[src/rtl/codec_ctl_pkg.sv]
package codec_ctl_pkg;

  typedef enum logic [1:0] {
    LB_OFF     = 2'd0,
    LB_ANALOG  = 2'd1,
    LB_DIGITAL = 2'd2
  } lb_mode_e;

  function automatic lb_mode_e lb_decode(input logic en, input logic sel);
    if (!en)      return LB_OFF;
    else if (sel) return LB_ANALOG;
    else          return LB_DIGITAL;
  endfunction

endpackage

[src/rtl/cal_sequencer.sv]
module cal_sequencer #(
  parameter int CAL_FRAMES = 8
) (
  input  logic clk,
  input  logic rst,
  input  logic data_mode,
  input  logic frame_sync,
  output logic busy_q,
  output logic busy_nxt
);
  localparam int CNT_W = (CAL_FRAMES > 1) ? $clog2(CAL_FRAMES + 1) : 1;
  localparam logic [CNT_W-1:0] LAST = CNT_W'(CAL_FRAMES - 1);

  logic             released_q;
  logic             mode_prev_q;
  logic [CNT_W-1:0] cnt_q, cnt_nxt;
  logic             trigger;

  // previous mode sample, deliberately not reset so entry edges are seen at once
  always_ff @(posedge clk) mode_prev_q <= data_mode;

  assign trigger = !released_q || (data_mode && !mode_prev_q);

  always_comb begin
    busy_nxt = busy_q;
    cnt_nxt  = cnt_q;
    if (trigger) begin
      busy_nxt = 1'b1;
      cnt_nxt  = '0;
    end else if (busy_q && frame_sync) begin
      if (cnt_q == LAST) busy_nxt = 1'b0;
      else               cnt_nxt  = cnt_q + 1'b1;
    end
  end

  always_ff @(posedge clk) begin
    if (rst) begin
      released_q <= 1'b0;
      busy_q     <= 1'b0;
      cnt_q      <= '0;
    end else begin
      released_q <= 1'b1;
      busy_q     <= busy_nxt;
      cnt_q      <= cnt_nxt;
    end
  end
endmodule

[src/rtl/lb_mode_ctrl.sv]
module lb_mode_ctrl
  import codec_ctl_pkg::*;
(
  input  logic     clk,
  input  logic     rst,
  input  logic     frame_sync,
  input  logic     lb_en,
  input  logic     lb_sel,
  output lb_mode_e mode_q,
  output lb_mode_e mode_nxt,
  output logic     dig_entry
);
  always_comb begin
    mode_nxt = mode_q;
    if (frame_sync) mode_nxt = lb_decode(lb_en, lb_sel);
  end

  assign dig_entry = frame_sync && (mode_nxt == LB_DIGITAL) && (mode_q != LB_DIGITAL);

  always_ff @(posedge clk) begin
    if (rst) mode_q <= LB_OFF;
    else     mode_q <= mode_nxt;
  end
endmodule

[src/rtl/echo_delay.sv]
module echo_delay #(
  parameter int W     = 32,
  parameter int DEPTH = 2
) (
  input  logic         clk,
  input  logic         rst,
  input  logic         shift,
  input  logic         clear,
  input  logic [W-1:0] din,
  output logic [W-1:0] dout
);
  logic [W-1:0] stg [DEPTH];

  for (genvar g = 0; g < DEPTH; g++) begin : g_stage
    if (g == 0) begin : g_head
      always_ff @(posedge clk) begin
        if (rst || clear) stg[0] <= '0;
        else if (shift)   stg[0] <= din;
      end
    end else begin : g_tail
      always_ff @(posedge clk) begin
        if (rst || clear) stg[g] <= '0;
        else if (shift)   stg[g] <= stg[g-1];
      end
    end
  end

  assign dout = stg[DEPTH-1];
endmodule

[src/rtl/codec_cal_loop_ctrl.sv]
module codec_cal_loop_ctrl
  import codec_ctl_pkg::*;
#(
  parameter int FRAME_W     = 32,
  parameter int CAL_FRAMES  = 8,
  parameter int ECHO_FRAMES = 2
) (
  input  logic               clk,
  input  logic               rst,
  input  logic               data_mode,
  input  logic               lb_en,
  input  logic               lb_sel,
  input  logic               frame_sync,
  input  logic               mon_req,
  input  logic [FRAME_W-1:0] rx_word,
  input  logic [FRAME_W-1:0] adc_word,
  output logic               cal_busy,
  output logic               dac_open,
  output logic [FRAME_W-1:0] dac_word,
  output logic               mon_en,
  output logic [FRAME_W-1:0] tx_word
);
  logic               busy_q, busy_nxt;
  lb_mode_e           mode_q, mode_nxt;
  logic               dig_entry;
  logic [FRAME_W-1:0] echo_out;

  cal_sequencer #(.CAL_FRAMES(CAL_FRAMES)) u_cal (
    .clk       (clk),
    .rst       (rst),
    .data_mode (data_mode),
    .frame_sync(frame_sync),
    .busy_q    (busy_q),
    .busy_nxt  (busy_nxt)
  );

  lb_mode_ctrl u_mode (
    .clk       (clk),
    .rst       (rst),
    .frame_sync(frame_sync),
    .lb_en     (lb_en),
    .lb_sel    (lb_sel),
    .mode_q    (mode_q),
    .mode_nxt  (mode_nxt),
    .dig_entry (dig_entry)
  );

  echo_delay #(.W(FRAME_W), .DEPTH(ECHO_FRAMES)) u_echo (
    .clk  (clk),
    .rst  (rst),
    .shift(frame_sync),
    .clear(dig_entry),
    .din  (rx_word),
    .dout (echo_out)
  );

  assign cal_busy = busy_q;

  // flags follow the next calibration and mode state
  always_ff @(posedge clk) begin
    if (rst) begin
      dac_open <= 1'b0;
      mon_en   <= 1'b0;
    end else begin
      dac_open <= !busy_nxt;
      mon_en   <= mon_req && !busy_nxt && (mode_nxt != LB_ANALOG);
    end
  end

  // frame words move only on strobes
  always_ff @(posedge clk) begin
    if (rst) begin
      tx_word  <= '0;
      dac_word <= '0;
    end else if (frame_sync) begin
      if (busy_q) begin
        tx_word  <= '0;
        dac_word <= '0;
      end else begin
        dac_word <= rx_word;
        if (mode_nxt == LB_DIGITAL) tx_word <= dig_entry ? '0 : echo_out;
        else                        tx_word <= adc_word;
      end
    end
  end
endmodule

[config.mk]
export PLATFORM = sky130hd
export DESIGN_NAME = codec_cal_loop_ctrl
export DESIGN_NICKNAME = d
export VERILOG_FILES = /design/src/rtl/codec_ctl_pkg.sv /design/src/rtl/cal_sequencer.sv /design/src/rtl/lb_mode_ctrl.sv /design/src/rtl/echo_delay.sv /design/src/rtl/codec_cal_loop_ctrl.sv
export SDC_FILE = /design/constraint.sdc
export NUM_CORES = 1
export LEC_CHECK = 0
export ABC_AREA = 1
export BUFFER_PORTS_ARGS = -buffer_cell sky130_fd_sc_hd__clkbuf_2
export CORE_MARGIN = 2
export CORE_UTILIZATION = 25
export DETAILED_ROUTE_END_ITERATION = 6
export PLACE_DENSITY = 0.42
export SYNTH_ARGS = -nofsm -noshare
export SYNTH_HDL_FRONTEND = slang
export SYNTH_SLANG_ARGS = --single-unit
[constraint.sdc]
create_clock -name clk -period 5.57 [get_ports clk]
set_input_delay 0.2785 -clock clk [delete_from_list [all_inputs] [get_ports clk]]
set_output_delay 0.2785 -clock clk [all_outputs]
set_load 0.02 [all_outputs]
After elaboration in Yosys (flattened, before gate mapping)
Memories as Yosys holds them, arrays and structs flattened.
Index checks and enable logic that the tools add are counted.
{"block": "word_totals", "ff_bits": 75, "ramBits": 64, "out_inout_bits": 67, "word_cells": 49, "mem_count": 1}
{"name": "u_echo.stg", "words": 2, "width": 32, "rd": 2, "rd_ports_with_merged_regs": 0, "wr": 2, "line": "echo_delay.sv:12", "rtl": "logic [W-1:0] stg [DEPTH];"}
{"block": "op_classes", "n_addsub": 1, "n_eq_ne": 4, "mux": 18, "n_bitwise": 3, "reduce_logical": 13}
{"cell": "$mux 32", "count": 6}
{"cell": "$mux 1", "count": 9}
{"cell": "$logic_and 1x1->1", "count": 6}
{"cell": "$mux 2", "count": 3}
{"cell": "$add 4x1->4 const B", "count": 1}
{"cell": "$eq 4x3->1 const B", "count": 1}
{"cell": "$logic_not 1->1", "count": 3}
{"cell": "$eq 2x2->1 const B", "count": 1}
{"cell": "$logic_or 1x1->1", "count": 2}
{"cell": "$ne 2x1->1 const B", "count": 1}
{"cell": "$ne 2x2->1 const B", "count": 1}
{"cell": "$or 1x1->1", "count": 2}
{"cell": "$reduce_and 2->1", "count": 1}
{"cell": "$reduce_or 2->1", "count": 1}
{"cell": "$not 1->1", "count": 1}

Depth between registers and ports, before layout
{"block": "depth", "ltp_word": 10, "ltp_mapped": 10, "ltp_nobuf": 8}

By module
A second synthesis with hierarchy kept.
{"block": "unflattened", "cells_unflattened": 680, "hier_area_um2": 5962.0}
{"module": "codec_cal_loop_ctrl", "instances": 1, "cells_each": 425, "area_per_inst_um2": 2912.8, "seq_area_each_um2": 1321.3}
{"module": "echo_delay", "instances": 1, "cells_each": 202, "area_per_inst_um2": 2645.0, "seq_area_each_um2": 1921.8}
{"module": "cal_sequencer", "instances": 1, "cells_each": 39, "area_per_inst_um2": 304.0, "seq_area_each_um2": 140.1}
{"module": "lb_mode_ctrl", "instances": 1, "cells_each": 14, "area_per_inst_um2": 100.1, "seq_area_each_um2": 40.0}

Least setup slack after synthesis
No wires, ideal clock.
{"block": "synth_timing", "path_type": "input to register", "from": "input port frame_sync", "to": "memory u_echo.stg[0][0] (enable)", "t_arrival_ps": 2288, "slack_ps": 2430, "path_stages": 4, "path_buffers": 2, "path_cell_list": "buf_4 inv_4 clkbuf_1 nand3_1"}
{"element": "from (decl)", "line": "codec_cal_loop_ctrl.sv:13", "rtl": "input logic frame_sync,"}
{"element": "to (decl)", "line": "echo_delay.sv:12"}

==> reports/metrics.cfg <==
[clock_tree]
clock-sinks=139
cts_tree=done
clockBufferDepth=2
post_cts_buffers=0
clk_latency_ns=0.41
cts-buffers-inserted=17
ctsRootBufferMaster=clkbuf_16
ctsResizeCount=0
path_clk_slew_ns=0.06
cts_max_level=4

[setup_path]
cp_max_fo=69
arrival_ns=1.97
worstSetupEndpointType=flip-flop
cp.required_ns=5.44
worst-setup-path-type=input pin to flip-flop
crit_path_start_kind=input pin

[floorplan]
chipHeight_um=155.5
initial_core_util_pct=25.42
die_x_um=155.5
dieArea_um2=24180
core.rowCount=55
ios=138
fp.coreArea_um2=22570

[grt]
track_usage_pct=12.37
grt_antenna_before_repair=0
grt_pass1_vias=4340
grt_max_degree=70
grt_pass1_wl_mm=23.37
grt_overflow=0

[timing]
rsz0062_at_grt=false
slew_violations=0
min_period_ns=2.091
clock_skew_ns=0.009626
maxSlewHeadroom_pct=29.01
final_hold_viol_count=0
finalCritPeriodShare_pct=37.53
totalNegativeSetupSlack_ns=0
setup_viol=0
tightestPinTransition_ns=1.062
fmax_mhz=478.3

[power]
p_int_w=0.001900
power_frac_seq_pct=45.7
clock_power_share_pct=44.8
power_frac_comb_pct=9.5
power_w=0.002521
cellPowerDensity_nw_per_um2=349.5
switchingPower_w=0.0006206
p_sw_share_pct=24.62
vdd_ir_drop_max_uv=178.3
leakagePower_nw=3.298

[synth]
syn_avg_cell_area_um2=8.488
synth.ff_latch_count=139
synth_nets=748
synth_edf_count=64
ys_async_sr_fraction_pct=0
ys.flop_type=dfxtp_1
synth_area_um2=5738
yosys_warnings=0
ys_seq_area_share_pct=59.66
syn_inst=676
synth_area_leaders=edfxtp_1 (33%), dfxtp_1 (26%), nand2_1 (11%)
synth_top_area_share_pct=33.49
synth_cell_types=23
yosysTopAreaCell=edfxtp_1

[final_layout]
drive_above_1_share_pct=22.37
stdcell_count=1094
final_net_count=868
antenna_cells=0
final_common_cell=nand2_1
final_cell_mix=nand2_1 (167), clkbuf_2 (137), inv_1 (104), dfxtp_1 (75), nor2_1 (71)
syn_to_final_growth_pct=25.71

[placement]
dp_cells=1061
dp_hpwl_mm=9.172
portBuffers=137
globalplace.congestion=0.7137

[routing]
via_count=4390
routedWlPerCell_um=13.13
via_per_inst=4.013
drt_iter0_drc=208
ant_nets=0
wl_mm=14.36
drc=0
firstDrtPassIters=4

[hold_path]
hold_path_class=input pin to flip-flop

[status]
status=finished clean

[flow_run]
cap_violations=0

[kinds of logic (layout without fill, tap and decap cells)]
group | after synthesis | after routing | share of synthesized area [%]
AO/OA/AOI/OAI | 72 | 72 | 6.389
XOR/XNOR | 1 | 1 | 0.1527
adder cells (fa/ha/maj) | 1 | 1 | 0.2180
buffers and inverters | 146 | 279 | 10.68
flip-flops | 139 | 139 | 59.66
AND/OR/NAND/NOR | 317 | 317 | 22.90
[power by group through the flow]
stage               combinational [W]  clock, W  sequential [W]
detailed placement           0.000243         0         0.00118
CTS                          0.000245   0.00116         0.00115
global placement             0.000244         0         0.00117
finish                       0.000239   0.00113         0.00115
global route                 0.000272   0.00122         0.00116
floorplan                    0.000127         0         0.00120
[area by class of cell]
cell class	instances	area, um2
fillers	2451	15360
flip-flops and latches	139	3423
multi-input cells	391	1719
repair buffers	141	718.2
clock buffers	23	511.7
inverters	106	402.9
well taps	285	356.6
clock inverters	9	81.33
[cell usage after synthesis, types with 2 or more instances]
library cell,instances
a21oi_1,66
a31oi_1,2
buf_2,27
buf_6,3
clkbuf_1,8
dfxtp_1,75
edfxtp_1,64
inv_1,104
inv_4,2
nand2_1,167
nand2_2,3
nand2_4,2
nand3_1,71
nor2_1,71
o21ai_0,3
[per-stage QoR]
stage	worst slack [ns]	cell area (um2)	utilization [%]	hold WS [ns]
CTS	3.445	7213	31.96	0.08849
global route	3.268	7213	31.96	0.08721
floorplan	2.430	5738	-	0.3062
finish	3.479	7213	31.96	0.1051
detailed placement	3.005	6610	29.28	0.4020
global placement	3.002	6610	29.28	0.4000
[state kept, by name, indices dropped and copies added (netlist names)]
register and count:
u_cal.busy_q 1, u_cal.mode_prev_q 1, u_mode.mode_q 2, dac_open 1
tx_word 32, u_echo.stg 64, u_cal.released_q 1, dac_word 32
mon_en 1, u_cal.cnt_q 4
[metal layers]
metal | wire length [um] | GRT usage (%)
met1 | 7687 | 18.01
met2 | 5944 | 17.78
met3 | 578 | 3.454
met4 | 149 | 3.670
met5 | 0 | 0
[final timing paths]
kind | from | to | slack (ns) | depth (start not counted)
min | rx_word[27] | dac_word[27] | 0.11 | 3
max reg2reg | u_mode.mode_q[0] | u_echo.stg[0][4] | 3.72 | 4
min reg2reg | u_cal.released_q | u_cal.busy_q | 0.46 | 1
max | frame_sync | u_echo.stg[0][4] | 3.48 | 3
[what timing repair did]
action                     in CTS  in global routing
hold endpoints to repair        1                  0
hold buffers                    1                  0
setup endpoints to repair       0                  0
[worst max-delay path, cell delays in order]
cell and delay (ns):
clkbuf_2 0.18, inv_4 0.61, nand3_4 0.85
No activity file was read; power rests on OpenSTA's default activity.
